### src/rtl/mon_pkg.sv
package mon_pkg;
    localparam int BUS_W      = 32;
    localparam int MASK_LSB   = 16;
    localparam int CTRL_BITS  = 6;
    localparam int NUM_CNT    = 4;
    localparam int INC_W      = 2;
    localparam int RUN_BIT    = 1;

    localparam logic [7:0] CTRL_OFS = 8'h04;
    localparam logic [7:0] CNT_BASE = 8'h20;

    typedef enum logic {
        MON_HALTED   = 1'b0,
        MON_COUNTING = 1'b1
    } run_state_e;
endpackage

### src/rtl/mon_ctrl_reg.sv
module mon_ctrl_reg
    import mon_pkg::*;
(
    input  logic                 clk,
    input  logic                 rst,
    input  logic                 wr_en,
    input  logic [BUS_W-1:0]     wdata,
    output logic [CTRL_BITS-1:0] ctrl_o,
    output logic                 running
);
    localparam int RUN_MASK = MASK_LSB + RUN_BIT;

    run_state_e state_q, state_d;
    logic [CTRL_BITS-1:0] bits_q, bits_d;
    logic [CTRL_BITS-1:0] wmask, wval;

    assign wmask = wdata[MASK_LSB +: CTRL_BITS];
    assign wval  = wdata[CTRL_BITS-1:0];

    always_ff @(posedge clk) begin
        if (rst) state_q <= MON_HALTED;
        else     state_q <= state_d;
    end

    always_comb begin
        state_d = state_q;
        unique case (state_q)
            MON_HALTED:   if (wr_en && wdata[RUN_MASK] && wdata[RUN_BIT])  state_d = MON_COUNTING;
            MON_COUNTING: if (wr_en && wdata[RUN_MASK] && !wdata[RUN_BIT]) state_d = MON_HALTED;
            default:      state_d = MON_HALTED;
        endcase
    end

    always_comb begin
        bits_d = bits_q;
        if (wr_en) bits_d = (bits_q & ~wmask) | (wval & wmask);
        bits_d[RUN_BIT] = 1'b0;
    end

    always_ff @(posedge clk) begin
        if (rst) bits_q <= '0;
        else     bits_q <= bits_d;
    end

    always_comb begin
        ctrl_o          = bits_q;
        ctrl_o[RUN_BIT] = (state_q == MON_COUNTING);
        running         = (state_q == MON_COUNTING);
    end

    // without a control write the register holds
    a_r2_hold: assert property (@(posedge clk) disable iff (rst)
        !wr_en |=> $stable(ctrl_o));
    // STOP always lands in the halted state
    a_r9_stop: assert property (@(posedge clk) disable iff (rst)
        (wr_en && wdata[RUN_MASK] && !wdata[RUN_BIT]) |=> !running);
endmodule

### src/rtl/mon_counter.sv
module mon_counter #(
    parameter int CNT_W = 32,
    parameter int INC_W = 2
) (
    input  logic             clk,
    input  logic             rst,
    input  logic             en,
    input  logic [INC_W-1:0] inc,
    output logic [CNT_W-1:0] count
);
    always_ff @(posedge clk) begin
        if (rst)     count <= '0;
        else if (en) count <= count + CNT_W'(inc);
    end

    // frozen while not enabled
    a_r4_freeze: assert property (@(posedge clk) disable iff (rst)
        !en |=> $stable(count));
    // modular step by the increment
    a_r8_step: assert property (@(posedge clk) disable iff (rst)
        en |=> (count == CNT_W'($past(count) + CNT_W'($past(inc)))));
endmodule

### src/rtl/dram_traffic_monitor.sv
module dram_traffic_monitor
    import mon_pkg::*;
#(
    parameter int ADDR_W = 8,
    parameter int CNT_W  = 32
) (
    input  logic              clk,
    input  logic              rst,
    input  logic [ADDR_W-1:0] bus_addr,
    input  logic              bus_we,
    input  logic [31:0]       bus_wdata,
    output logic [31:0]       bus_rdata,
    input  logic              ev_rd,
    input  logic              ev_wr,
    input  logic              ev_tick
);
    localparam int IDX_WR  = 0;
    localparam int IDX_RD  = 1;
    localparam int IDX_CYC = 2;
    localparam int IDX_ACC = 3;

    logic [CTRL_BITS-1:0] ctrl;
    logic                 running;
    logic                 ctrl_wr;
    logic [INC_W-1:0]     inc [NUM_CNT];
    logic [CNT_W-1:0]     cnt [NUM_CNT];

    assign ctrl_wr = bus_we && (bus_addr == ADDR_W'(CTRL_OFS));

    mon_ctrl_reg u_ctrl (
        .clk     (clk),
        .rst     (rst),
        .wr_en   (ctrl_wr),
        .wdata   (bus_wdata),
        .ctrl_o  (ctrl),
        .running (running)
    );

    always_comb begin
        inc[IDX_WR]  = INC_W'(ev_wr);
        inc[IDX_RD]  = INC_W'(ev_rd);
        inc[IDX_CYC] = INC_W'(ev_tick);
        inc[IDX_ACC] = INC_W'(ev_rd) + INC_W'(ev_wr);
    end

    for (genvar g = 0; g < NUM_CNT; g++) begin : g_cnt
        mon_counter #(.CNT_W(CNT_W), .INC_W(INC_W)) u_cnt (
            .clk   (clk),
            .rst   (rst),
            .en    (running),
            .inc   (inc[g]),
            .count (cnt[g])
        );
    end

    always_comb begin
        bus_rdata = '0;
        if (bus_addr == ADDR_W'(CTRL_OFS))
            bus_rdata = BUS_W'(ctrl);
        for (int i = 0; i < NUM_CNT; i++)
            if (bus_addr == ADDR_W'(CNT_BASE) + ADDR_W'(4 * i))
                bus_rdata = BUS_W'(cnt[i]);
    end

    // access counter moves by exactly the read delta plus the write delta
    a_r7_access_sum: assert property (@(posedge clk) disable iff (rst)
        1'b1 |=> (CNT_W'(cnt[IDX_ACC] - $past(cnt[IDX_ACC])) ==
                  CNT_W'((cnt[IDX_RD] - $past(cnt[IDX_RD])) + (cnt[IDX_WR] - $past(cnt[IDX_WR])))));
    // write and read counters step by at most one per cycle
    a_r5_unit_step: assert property (@(posedge clk) disable iff (rst)
        1'b1 |=> (CNT_W'(cnt[IDX_WR] - $past(cnt[IDX_WR])) <= CNT_W'(1)) &&
                 (CNT_W'(cnt[IDX_RD] - $past(cnt[IDX_RD])) <= CNT_W'(1)));
endmodule

### config.mk
export PLATFORM = sky130hd
export DESIGN_NAME = dram_traffic_monitor
export DESIGN_NICKNAME = d
export VERILOG_FILES = /design/src/rtl/mon_pkg.sv /design/src/rtl/mon_ctrl_reg.sv /design/src/rtl/mon_counter.sv /design/src/rtl/dram_traffic_monitor.sv
export SDC_FILE = /design/constraint.sdc
export NUM_CORES = 1
export LEC_CHECK = 0
export BUFFER_PORTS_ARGS = -buffer_cell sky130_fd_sc_hd__buf_2
export CORE_MARGIN = 2
export CORE_UTILIZATION = 32
export CTS_CLUSTER_DIAMETER = 200
export DETAILED_ROUTE_END_ITERATION = 8
export HOLD_SLACK_MARGIN = 0.12
export PLACE_DENSITY_LB_ADDON = 0.25
export SETUP_SLACK_MARGIN = 0.5
export SLEW_MARGIN = 10
export SYNTH_ARGS = -nofsm -noshare
export SYNTH_HDL_FRONTEND = slang
export SYNTH_HIERARCHICAL = 1
export SYNTH_SLANG_ARGS = --single-unit
export TNS_END_PERCENT = 5
### constraint.sdc
create_clock -name clk -period 2.28 [get_ports clk]
set_input_delay 0.342 -clock clk [delete_from_list [all_inputs] [get_ports clk]]
set_output_delay 0.342 -clock clk [all_outputs]
set_load 0.1 [all_outputs]
Yosys cells after proc, flatten, opt, wreduce, memory -nomap -nowiden
Index checks and enable logic that the tools add are counted.
Storage, ports and cells
  input port bits: 46
  output and inout port bits: 32
  register bits: 135
  logic and storage cells: 35
Cells by class
  reductions and logical operators: 5
  muxes and demuxes: 8
  equality and inequality tests: 5
  bitwise gates (word level): 5
  $add $sub $neg: 5
Operators by type and width (count)
  32-bit 2-to-1 mux: 4
  32-bit by 1-bit adder with 32-bit output: 3
  32-bit by 2-bit adder with 32-bit output: 1
  8-bit by 6-bit == test with 1-bit output (second input constant): 4
  6-bit AND: 2
  8-bit by 3-bit == test with 1-bit output (second input constant): 1
  6-bit 2-to-1 mux: 1
  6-bit NOT: 1
  6-bit OR: 1
  1-bit logical AND: 4
  1-bit by 1-bit adder with 2-bit output: 1
  1-bit 2-to-1 mux: 2
  1-bit case mux with 2 select lines: 1
  1-bit logical NOT: 1
  1-bit NOT: 1

Depth between registers and ports, before layout
Gate-level depths: netlist of the first run.
  word-level depth: 6
  depth in mapped cells: 9

By module
The synthesis of the first run kept the hierarchy.
By module, submodules not included
  mon_counter at g_cnt[0].u_cnt ...: sequential area each 640.6 sq um, area an instance 1594.0 sq um, instances 2, cells an instance 187
  mon_counter at g_cnt[1].u_cnt ...: sequential area each 640.6 sq um, area an instance 1577.8 sq um, instances 2, cells an instance 185
  dram_traffic_monitor: sequential area each 0.0 sq um, area an instance 1137.3 sq um, instances 1, cells an instance 141
  mon_ctrl_reg: sequential area each 120.1 sq um, area an instance 259.0 sq um, instances 1, cells an instance 26

Worst setup path after synthesis of the first run
OpenSTA, ideal clock, no wires.
  path kind: in2out
  from: input port bus_addr[4]
  to: output port bus_rdata[31]
  buffers on the path: 1
  data arrival time: 2.894 ns
  stages on the path: 5
  setup slack: -0.956 ns
  required time: 1.938 ns
  path through: or4b_4 -> nor3_2 -> buf_2 -> a221oi_1 -> a21oi_1
On the way
  word-level cells in the longest chain between the ends: 5
  elaborated cells between the ends (all ways): 8
  classes of those cells: 4 x eq/ne; 4 x mux
RTL lines
  start: declaration: RTL line dram_traffic_monitor.sv:9  | input logic [ADDR_W-1:0] bus_addr,
  8-bit by 6-bit == test with 1-bit output: RTL line dram_traffic_monitor.sv:61  | if (bus_addr == ADDR_W'(CNT_BASE) + ADDR_W'(4 * i))
  32-bit 2-to-1 mux (3 in series): RTL line dram_traffic_monitor.sv:61
  32-bit 2-to-1 mux (*): RTL line dram_traffic_monitor.sv:61
  end: declaration: RTL line dram_traffic_monitor.sv:12  | output logic [31:0] bus_rdata,
Mark *: on every way between the ends. The rest lies on a longest branch, timed or not.

Worst setup path in the final report of the first run
  from: input port bus_addr[4]
  to: output port bus_rdata[13]
The elaborated chain is that of the path after synthesis.

==> impl_metrics.py, run 1 <==
metrics = {
    "status": {
        "status": "finished, violations left",
        "violations": "negative setup slack",
    },
    "floorplan": {
        "die_area_mm2": 0.02545,
        "start_util_pct": 32.78,
        "ios": 78,
        "fp.coreArea_mm2": 0.02361,
        "die_x_um": 159.5,
        "num_rows": 56,
        "fp.dieH_um": 159.5,
    },
    "sta": {
        "final_max_slew_viol_count": 0,
        "hold_violations": 0,
        "tightest_slew_ns": 0.6404,
        "min_period_ns": 2.411,
        "finalSetupViolCount": 41,
        "fin_ws_ns": -0.1310,
        "fin_hold_ws_ns": 0.1677,
        "fin_crit_sh_pct": 105.7,
        "rsz0062_at_grt": "yes",
        "fmax_mhz": 414.8,
        "slew_headroom_pct": 57.31,
        "fin_skew_ns": 0.009471,
    },
    "clock_tree": {
        "cts.clk_slew.worst_paths_ns": 0.06,
        "ctsHoldBuffers": 0,
        "cts_tree": "done",
        "cts_buffer_depth": 2,
        "h-tree-depth": 4,
        "clock_sinks": 134,
        "cts_buffers": 17,
        "clk_latency_ns": 0.43,
        "ctsRootBufferMaster": "clkbuf_16",
    },
    "worst_setup_path": {
        "reg2reg_from": "g_cnt[2].u_cnt/count[0]",
        "crit_arrival_ns": 2.07,
        "r2r_cells": 8,
        "path_class": "input pin to output port",
        "worstPathRequired_ns": 1.94,
        "worst-r2r-setup-slack_ns": -0.12,
        "critPathMaxFanout": 25,
        "critPathLaunchType": "input pin",
        "r2r-end": "g_cnt[2].u_cnt/count[20]",
        "end_kind": "output port",
    },
    "drt": {
        "drc": 0,
        "via_per_inst": 5.420,
        "wl_per_cell_um": 17.17,
        "final_antenna_net_count": 0,
        "vias": 7496,
        "wirelength_mm": 23.74,
        "drt_iter0_drc": 437,
        "first_pass_iters": 5,
    },
    "placed_design": {
        "place_area_mm2": 0.009819,
        "gp_congestion": 0.8433,
        "place_hpwl_mm": 16.82,
        "numPortBuffers": 57,
        "dp_slack_ns": -0.4545,
    },
    "global_routing": {
        "antenna_found_initial": 0,
        "track_usage_pct": 18.41,
        "overflow": 0,
        "grt_pass1_vias": 7048,
        "grt_max_degree": 36,
        "grt_pass1_wl_mm": 37.56,
    },
    "finish": {
        "postLayoutCellArea_mm2": 0.01104,
        "multi_input_area_mm2": 0.005530,
        "nFillCells": 2257,
        "fin_nets": 1111,
        "area_growth_pct": 42.60,
        "diodes": 0,
        "drive_above_1_share_pct": 36.28,
        "largest_registers": "g_cnt.u_cnt/count x128",
        "seq_area_mm2": 0.002698,
        "largest_reg_flops": 128,
        "top_register": "g_cnt.u_cnt/count",
    },
    "run": {
        "maxCapViolations": 0,
    },
    "worst_hold_path": {
        "min_from": "bus_wdata[3]",
        "min_path_type": "input pin to flop",
        "holdPathStages": 3,
    },
    "power_and_ir_drop": {
        "power_w": 0.005297,
        "powerDensity_mw_per_mm2": 479.9,
        "max-vdd-ir-drop_mv": 0.4565,
        "p_leak_nw": 3.634,
    },
    "synthesis": {
        "async_flop_share_pct": 0,
        "synthCells": 911,
        "netlist_area_mm2": 0.007740,
        "postSynthAreaPerCell_um2": 8.496,
        "yosysTopAreaCell": "dfxtp_1",
        "synth.distinct_cells": 55,
        "netlist.area_leader.share_pct": 34.66,
        "synth_most_common_cell": "dfxtp_1",
        "ys_ff_latch": 134,
        "ys_warn_count": 6,
        "yosys_most_used_dff": "dfxtp_1",
        "synth.area.top_cells": "dfxtp_1, a21oi_1, mux2i_1",
        "synth_edf_count": 0,
        "synth_commonest_cells": "dfxtp_1, a21oi_1, nor2_1",
        "seq_area_frac_synth_pct": 34.66,
    },
}
worst max-delay path, cell delays in order:
cell and delay, ns:
buf_2 0.10, or4b_4 0.61, nor4_4 0.21, buf_12 0.22, a221oi_1 0.17, a21oi_4 0.20
buf_12 0.19
area by class of cell:
class,count,area share (%)
Timing Repair Buffer,170,15.59
Sequential cell,134,24.44
Tap cell,319,3.616
Multi-Input combinational cell,698,50.11
Clock buffer,19,4.013
Inverter,31,1.054
Clock inverter,12,1.179
cell families (layout without fill, tap and decap cells):
kind of cell,after synthesis,after routing,share of synthesized area [%]
AO/OA/AOI/OAI,216,216,18.15
adder cells (fa/ha/maj),13,13,2.490
AND/OR/NAND/NOR,372,373,28.39
multiplexers,50,50,6.693
XOR/XNOR,40,40,4.526
flip-flops,134,134,34.66
buffers and inverters,85,232,5.044
other,1,6,0.04845
stage by stage:
stage | utilization, % | setup TNS [ns] | instances
floorplan | - | -4.262 | 916
global placement | 41.59 | -13.37 | 1345
detailed placement | 41.59 | -14.21 | 1345
CTS | 45.64 | -3.096 | 1382
global route | 46.74 | -6.470 | 1383
finish | 46.74 | -2.426 | 1383
worst max path at each step:
| stage | cells past startpoint | endpoint | startpoint |
|---|---|---|---|
| CTS | 7 | bus_rdata[17] | bus_addr[4] |
| finish | 7 | bus_rdata[13] | bus_addr[4] |
| global placement | 9 | g_cnt[3].u_cnt/count[26] | ev_wr |
| global route | 8 | g_cnt[2].u_cnt/count[20] | g_cnt[2].u_cnt/count[0] |
| detailed placement | 9 | g_cnt[3].u_cnt/count[26] | ev_wr |
| floorplan | 5 | bus_rdata[15] | bus_addr[4] |
power by group:
group / switching, W / internal [W] / leakage [nW]
Clock: 0.00110 / 0.00163 / 0.267
Combinational: 0.000143 / 0.0000811 / 2.28
Sequential: 0.0000000937 / 0.00234 / 1.08
Total: 0.00125 / 0.00405 / 3.63
layer usage:
metal	part of all wire, %	vias up	GRT usage [%]	routed length (um)
met5	0	-	0	0
met4	2.2	0	5.744	512
met3	3.9	29	3.490	915
met2	49	155	30.74	11550
met1	45	3637	24.01	10770
li1	-	3675	-	-
timing repair:
action / in CTS / in global routing
gates cloned: 1 / 0
buffers inserted: 5 / 1
pin swaps: 69 / 72
hold endpoints to repair: 0 / 0
endpoints found under the setup margin: 121 / 131
resized for setup: 72 / 66
cells in the final DEF, fill, tap and decap left out, types with 11 or more instances in the layout:
cell / n
a21oi_1: 55
a21oi_2: 20
a21oi_4: 26
a221oi_1: 15
and3_1: 12
buf_12: 37
buf_2: 24
buf_4: 98
buf_6: 11
clkbuf_16: 17
dfxtp_1: 122
dfxtp_2: 12
inv_1: 28
mux2_2: 12
mux2i_1: 36
nand2_1: 43
nand3_1: 37
nand4_1: 14
nor2_1: 71
nor2b_1: 18
nor3_1: 13
o21ai_0: 28
o31ai_1: 22
or2_2: 11
or3_1: 25
or4_1: 33
or4_4: 14
xnor2_1: 36
Note: power is estimated with default switching activity, not from simulation.
==> run 2: changes to the inputs <==
--- a/config.mk
+++ b/config.mk
@@ -5,7 +5,7 @@
 export SDC_FILE = /design/constraint.sdc
 export NUM_CORES = 1
 export LEC_CHECK = 0
-export BUFFER_PORTS_ARGS = -buffer_cell sky130_fd_sc_hd__buf_2
+export BUFFER_PORTS_ARGS = -buffer_cell sky130_fd_sc_hd__clkbuf_2
 export CORE_MARGIN = 2
 export CORE_UTILIZATION = 32
 export CTS_CLUSTER_DIAMETER = 200
@@ -16,6 +16,5 @@
 export SLEW_MARGIN = 10
 export SYNTH_ARGS = -nofsm -noshare
 export SYNTH_HDL_FRONTEND = slang
-export SYNTH_HIERARCHICAL = 1
 export SYNTH_SLANG_ARGS = --single-unit
 export TNS_END_PERCENT = 5
==> constraint.sdc (replaced) <==
create_clock -name clk -period 3 [get_ports clk]
set_input_delay 0.45 -clock clk [delete_from_list [all_inputs] [get_ports clk]]
set_output_delay 0.45 -clock clk [all_outputs]
set_load 0.1 [all_outputs]
==> run 2 against run 1 <==
Against the previous run:
- the flow now finishes without violations
- final cell count shrank 14%
- non-clock buffer count shrank 92
- critical path depth shrank 1
- combinational power shrank 50%
- critical path type unchanged
- highest routed layer unchanged
==> impl_metrics.py, run 2 <==
metrics = {
    "floorplan": {
        "die_x_um": 155.1,
        "die_area_mm2": 0.02406,
        "fp.dieH_um": 155.1,
        "num_rows": 55,
        "ios": 78,
        "fp.coreArea_mm2": 0.02250,
        "start_util_pct": 32.47,
    },
    "synthesis": {
        "syn_nets": 913,
        "netlist.area_leader.share_pct": 36.71,
        "async_flop_share_pct": 0,
        "synthCells": 859,
        "postSynthAreaPerCell_um2": 8.506,
        "synth.area.top_cells": "dfxtp_1, or4_1, a21oi_1",
        "yosys_most_used_dff": "dfxtp_1",
        "ys_ff_latch": 134,
        "ys_warn_count": 0,
        "seq_area_frac_synth_pct": 36.71,
        "synth_edf_count": 0,
        "yosysTopAreaCell": "dfxtp_1",
        "synth_most_common_cell": "dfxtp_1",
        "synth_commonest_cells": "dfxtp_1, a21oi_1, nor2_1",
        "netlist_area_mm2": 0.007307,
        "synth.distinct_cells": 43,
    },
    "power_and_ir_drop": {
        "max-vdd-ir-drop_mv": 0.3315,
        "p_leak_nw": 2.880,
        "powerDensity_mw_per_mm2": 442.8,
    },
    "clock_tree": {
        "cts_setup_buffers": 0,
        "cts.clk_slew.worst_paths_ns": 0.06,
        "cts_buffer_depth": 2,
        "ctsRootBufferMaster": "clkbuf_16",
        "h-tree-depth": 4,
        "cts_buffers": 17,
        "clk_latency_ns": 0.42,
        "cts_tree": "done",
        "clock_sinks": 134,
    },
    "sta": {
        "rsz0062_at_grt": "yes",
        "min_period_ns": 2.575,
        "fin_crit_sh_pct": 85.84,
        "slew_headroom_pct": 65.32,
        "finalSetupViolCount": 0,
        "final_max_slew_viol_count": 0,
        "tightest_slew_ns": 0.5202,
        "timing.setup.tns_ns": 0,
        "fin_skew_ns": 0.006701,
        "hold_violations": 0,
        "fin_hold_ws_ns": 0.2680,
        "fmax_mhz": 388.3,
    },
    "worst_setup_path": {
        "end_kind": "output port",
        "crit_end": "bus_rdata[7]",
        "path_class": "input pin to output port",
        "r2r_cells": 6,
        "r2r-end": "g_cnt[3].u_cnt.count[31]",
        "critPathMaxFanout": 14,
        "worstPathRequired_ns": 2.55,
        "critPathLaunchType": "input pin",
        "crit_arrival_ns": 2.13,
        "worst-r2r-setup-slack_ns": 0.49,
        "startpoint": "bus_addr[4]",
    },
    "placed_design": {
        "dp.cells": 1164,
        "place_hpwl_mm": 14.82,
        "gp_congestion": 0.7996,
        "place_area_mm2": 0.008569,
        "numPortBuffers": 57,
    },
    "global_routing": {
        "antenna_found_initial": 0,
        "track_usage_pct": 17.86,
        "grt_pass1_wl_mm": 34.24,
        "overflow": 0,
        "grt_pass1_vias": 6370,
        "grt_max_degree": 84,
    },
    "drt": {
        "final_antenna_net_count": 0,
        "drt_iter0_drc": 427,
        "first_pass_iters": 5,
        "drc": 0,
        "wl_per_cell_um": 17.32,
        "wirelength_mm": 20.72,
        "vias": 6735,
        "via_per_inst": 5.631,
    },
    "finish": {
        "final_cell_mix": "dfxtp_1, a21oi_1, nor2_1",
        "largest_reg_flops": 128,
        "drive_above_1_share_pct": 19.21,
        "layout_commonest_cell": "dfxtp_1",
        "utilization_pct": 40.95,
        "diodes": 0,
        "area_growth_pct": 26.11,
        "fin_cells": 1196,
        "top_register": "g_cnt.u_cnt.count",
        "largest_registers": "g_cnt.u_cnt.count x128",
        "postLayoutCellArea_mm2": 0.009215,
        "fin_nets": 952,
    },
    "run": {
        "maxCapViolations": 0,
    },
    "worst_hold_path": {
        "min_path_type": "input pin to flop",
    },
    "status": {
        "status": "finished clean",
    },
}
==> run 2: cell count changes in the layout (fill, tap and decap cells not counted), sizes merged, moves of 15 or more <==
cell | previous run | this run
buf | 170 | 54
xor2 | 4 | 23
a221oi | 25 | 0
clkbuf | 19 | 42
o31ai | 30 | 49
xnor2 | 36 | 15
nor3 | 24 | 9
a21oi | 101 | 86
==> run 2: cell type report <==
cell class / instances / area, um2
clock buffers: 18 / 439.2
multi-input cells: 641 / 4514
clock inverters: 14 / 173.9
repair buffers: 78 / 950.9
flip-flops and latches: 134 / 2683
well taps: 285 / 356.6
fillers: 2214 / 13290
inverters: 26 / 97.59
==> run 2: worst min-delay path by stage <==
stage,endpoint,depth (start not counted),from,slack (ns)
after floorplan,g_cnt[0].u_cnt.count[31],2,g_cnt[0].u_cnt.count[31],0.45
after global placement,g_cnt[0].u_cnt.count[31],2,g_cnt[0].u_cnt.count[31],0.46
after detailed placement,g_cnt[0].u_cnt.count[31],2,g_cnt[0].u_cnt.count[31],0.48
after CTS,flop,3,bus_wdata[1],0.25
after global routing,flop,3,bus_wdata[4],0.25
final,flop,3,bus_wdata[0],0.27
==> run 2: per-stage QoR <==
stage                     setup WS [ns]  total power [W]
after floorplan                  0.2791         0.001883
after global placement           0.2825         0.001927
after detailed placement         0.2813         0.001928
after CTS                        0.4106         0.004130
after global routing             0.3475         0.004226
final                            0.4249         0.004081
==> run 2: report_power, final <==
group,switching (W),internal [W]
clock network,0.000852,0.00134
logic,0.0000737,0.0000374
registers,0.0000000947,0.00178
total,0.000926,0.00315
==> run 2: critical path: stages <==
cell and delay, ns:
clkbuf_2 0.10, or4_4 0.57, nor4b_4 0.33, buf_12 0.19, a221o_1 0.27, buf_12 0.21
==> run 2: metal layers <==
metal / up-vias / GRT usage (%) / share of wire, %
met1: 3265 / 23.67 / 46
met3: 17 / 3.928 / 3.9
met2: 141 / 29.57 / 49
met4: 0 / 4.453 / 1.4
li1: 3312 / - / -
met5: - / 0 / 0
==> run 2: logic make-up (layout without fill, tap and decap cells) <==
group	count (synthesis)	count (layout)	share of synthesized area, %
compound gates	201	201	17.05
xor+xnor	38	38	4.555
fa+ha+maj	8	8	1.473
buf+inv	84	136	4.709
flops	134	134	36.71
mux	43	43	8.031
simple gates	351	351	27.47
==> run 2: repair_timing <==
item,CTS,global route
gates resized for setup,5,2
pin swaps,1,3
hold buffers,0,0
endpoints found under the hold margin,0,0
endpoints found under the setup margin,29,66
==> run 3: changes to the inputs <==
--- a/config.mk
+++ b/config.mk
@@ -11,7 +11,7 @@
 export CTS_CLUSTER_DIAMETER = 200
 export DETAILED_ROUTE_END_ITERATION = 8
 export HOLD_SLACK_MARGIN = 0.12
-export PLACE_DENSITY_LB_ADDON = 0.25
+export PLACE_DENSITY = 0.6
 export SETUP_SLACK_MARGIN = 0.5
 export SLEW_MARGIN = 10
 export SYNTH_ARGS = -nofsm -noshare
==> run 3 against run 2 <==
Against the previous run:
- register-to-register slack improved by 0.04 ns
- largest power group unchanged
- critical endpoint is now bus_rdata[6]
- clock skew about the same
- first-iteration DRC count increased by 29%
==> impl_metrics.py, run 3 (synthesis results as in run 2) <==
metrics = {
    "worst_hold_path": {
        "min_path_type": "input pin to flop",
    },
    "floorplan": {
        "fp.dieH_um": 155.1,
        "num_rows": 55,
        "ios": 78,
        "fp.coreArea_mm2": 0.02250,
        "start_util_pct": 32.47,
        "die_area_mm2": 0.02406,
        "die_x_um": 155.1,
    },
    "sta": {
        "tightest_slew_ns": 0.7252,
        "slew_headroom_pct": 51.65,
        "fmax_mhz": 375.0,
        "fin_ws_ns": 0.3331,
        "min_period_ns": 2.667,
        "fin_skew_ns": 0.006688,
        "timing.setup.tns_ns": 0,
        "hold_violations": 0,
        "finalSetupViolCount": 0,
        "final_max_slew_viol_count": 0,
        "rsz0062_at_grt": "yes",
        "fin_crit_sh_pct": 88.90,
    },
    "placed_design": {
        "gp_congestion": 0.8028,
        "place_hpwl_mm": 14.59,
        "numPortBuffers": 57,
        "dp_slack_ns": 0.2905,
    },
    "finish": {
        "fin_nets": 958,
        "multi_input_area_mm2": 0.004512,
        "largest_registers": "g_cnt.u_cnt.count x128",
        "seq_area_mm2": 0.002683,
        "final_cell_mix": "dfxtp_1, a21oi_1, nor2_1",
        "nFillCells": 2197,
        "diodes": 0,
        "drive_above_1_share_pct": 19.41,
        "area_growth_pct": 26.25,
        "layout_commonest_cell": "dfxtp_1",
        "top_register": "g_cnt.u_cnt.count",
        "largest_reg_flops": 128,
    },
    "drt": {
        "vias": 6740,
        "first_pass_iters": 5,
        "drc": 0,
        "via_per_inst": 5.607,
        "wirelength_mm": 20.83,
        "drt_iter0_drc": 551,
        "final_antenna_net_count": 0,
        "wl_per_cell_um": 17.33,
    },
    "power_and_ir_drop": {
        "max-vdd-ir-drop_mv": 0.3826,
        "powerDensity_mw_per_mm2": 430.1,
        "p_leak_nw": 2.909,
    },
    "clock_tree": {
        "cts.clk_slew.worst_paths_ns": 0.06,
        "clock_sinks": 134,
        "ctsRootBufferMaster": "clkbuf_16",
        "ctsHoldBuffers": 0,
        "clk_latency_ns": 0.43,
        "cts_tree": "done",
        "cts_buffers": 17,
        "cts_buffer_depth": 2,
        "h-tree-depth": 4,
    },
    "worst_setup_path": {
        "critPathMaxFanout": 6,
        "path_class": "input pin to output port",
        "crit_arrival_ns": 2.22,
        "end_kind": "output port",
        "worstPathRequired_ns": 2.55,
        "critPathLaunchType": "input pin",
    },
    "global_routing": {
        "overflow": 0,
        "track_usage_pct": 17.84,
        "antenna_found_initial": 0,
        "grt_pass1_vias": 6349,
        "grt_max_degree": 65,
        "grt_pass1_wl_mm": 34.04,
    },
    "run": {
        "maxCapViolations": 0,
    },
    "status": {
        "status": "finished clean",
    },
}
## run 3: changes by cell type in the layout (fill, tap and decap cells not counted), sizes merged
cell      previous run  this run
buf                 54        59
clkbuf              42        47
clkinv               3         7
inv                 30        26
clkinvlp             4         1
bufinv               3         2
## run 3: metal layers
metal / GRT usage, % / wire length (um) / vias up
met5: 0 / 0 / -
met4: 4.453 / 265 / 0
li1: - / - / 3322
met1: 23.78 / 9610 / 3226
met2: 29.29 / 9960 / 173
met3: 4.039 / 997 / 19
## run 3: stage by stage
stage	utilization (%)	instance area (um2)	hold WS, ns	std cells	total power (W)
finish	41.00	9225	0.2583	1202	0.003967
global route	41.00	9225	0.2613	1202	0.004101
CTS	40.90	9203	0.2447	1200	0.003999
detailed placement	38.06	8564	0.4760	1165	0.001927
global placement	38.06	8564	0.4654	1165	0.001926
floorplan	-	7503	0.4512	859	0.001883
## run 3: report_power, final
| group | switching (W) | internal, W |
|---|---|---|
| combinational | 0.0000730 | 0.0000382 |
| sequential | 0.0000000907 | 0.00178 |
| clock | 0.000799 | 0.00128 |
## run 3: what timing repair did
item                       CTS  global route
setup endpoints to repair   34            64
cloned                       1             0
pin swaps                    4             1
gates resized for setup      7             2
buffers inserted             2             2
## run 3: cell type report
cell class / instances / area share (%)
inverter: 26 / 1.058
multi-input combinational: 641 / 48.91
tap: 285 / 3.865
timing repair buffer: 84 / 10.84
sequential: 134 / 29.08
clock inverter: 10 / 1.112
clock buffer: 22 / 5.140
## run 3: worst paths after layout
kind	start	to	slack [ns]	depth (start not counted)
worst max register to register	g_cnt[1].u_cnt.count[0]	g_cnt[1].u_cnt.count[26]	0.53	7
worst max-delay path	bus_addr[1]	bus_rdata[6]	0.33	6
worst min register to register	g_cnt[1].u_cnt.count[31]	g_cnt[1].u_cnt.count[31]	0.48	2
worst min-delay path	bus_wdata[2]	flop	0.26	3
## run 3: critical path, cell delays in order
cell and delay [ns]:
clkbuf_2 0.09, or4_4 0.56, nor4b_4 0.42, buf_6 0.22, a221o_1 0.27, buf_12 0.20
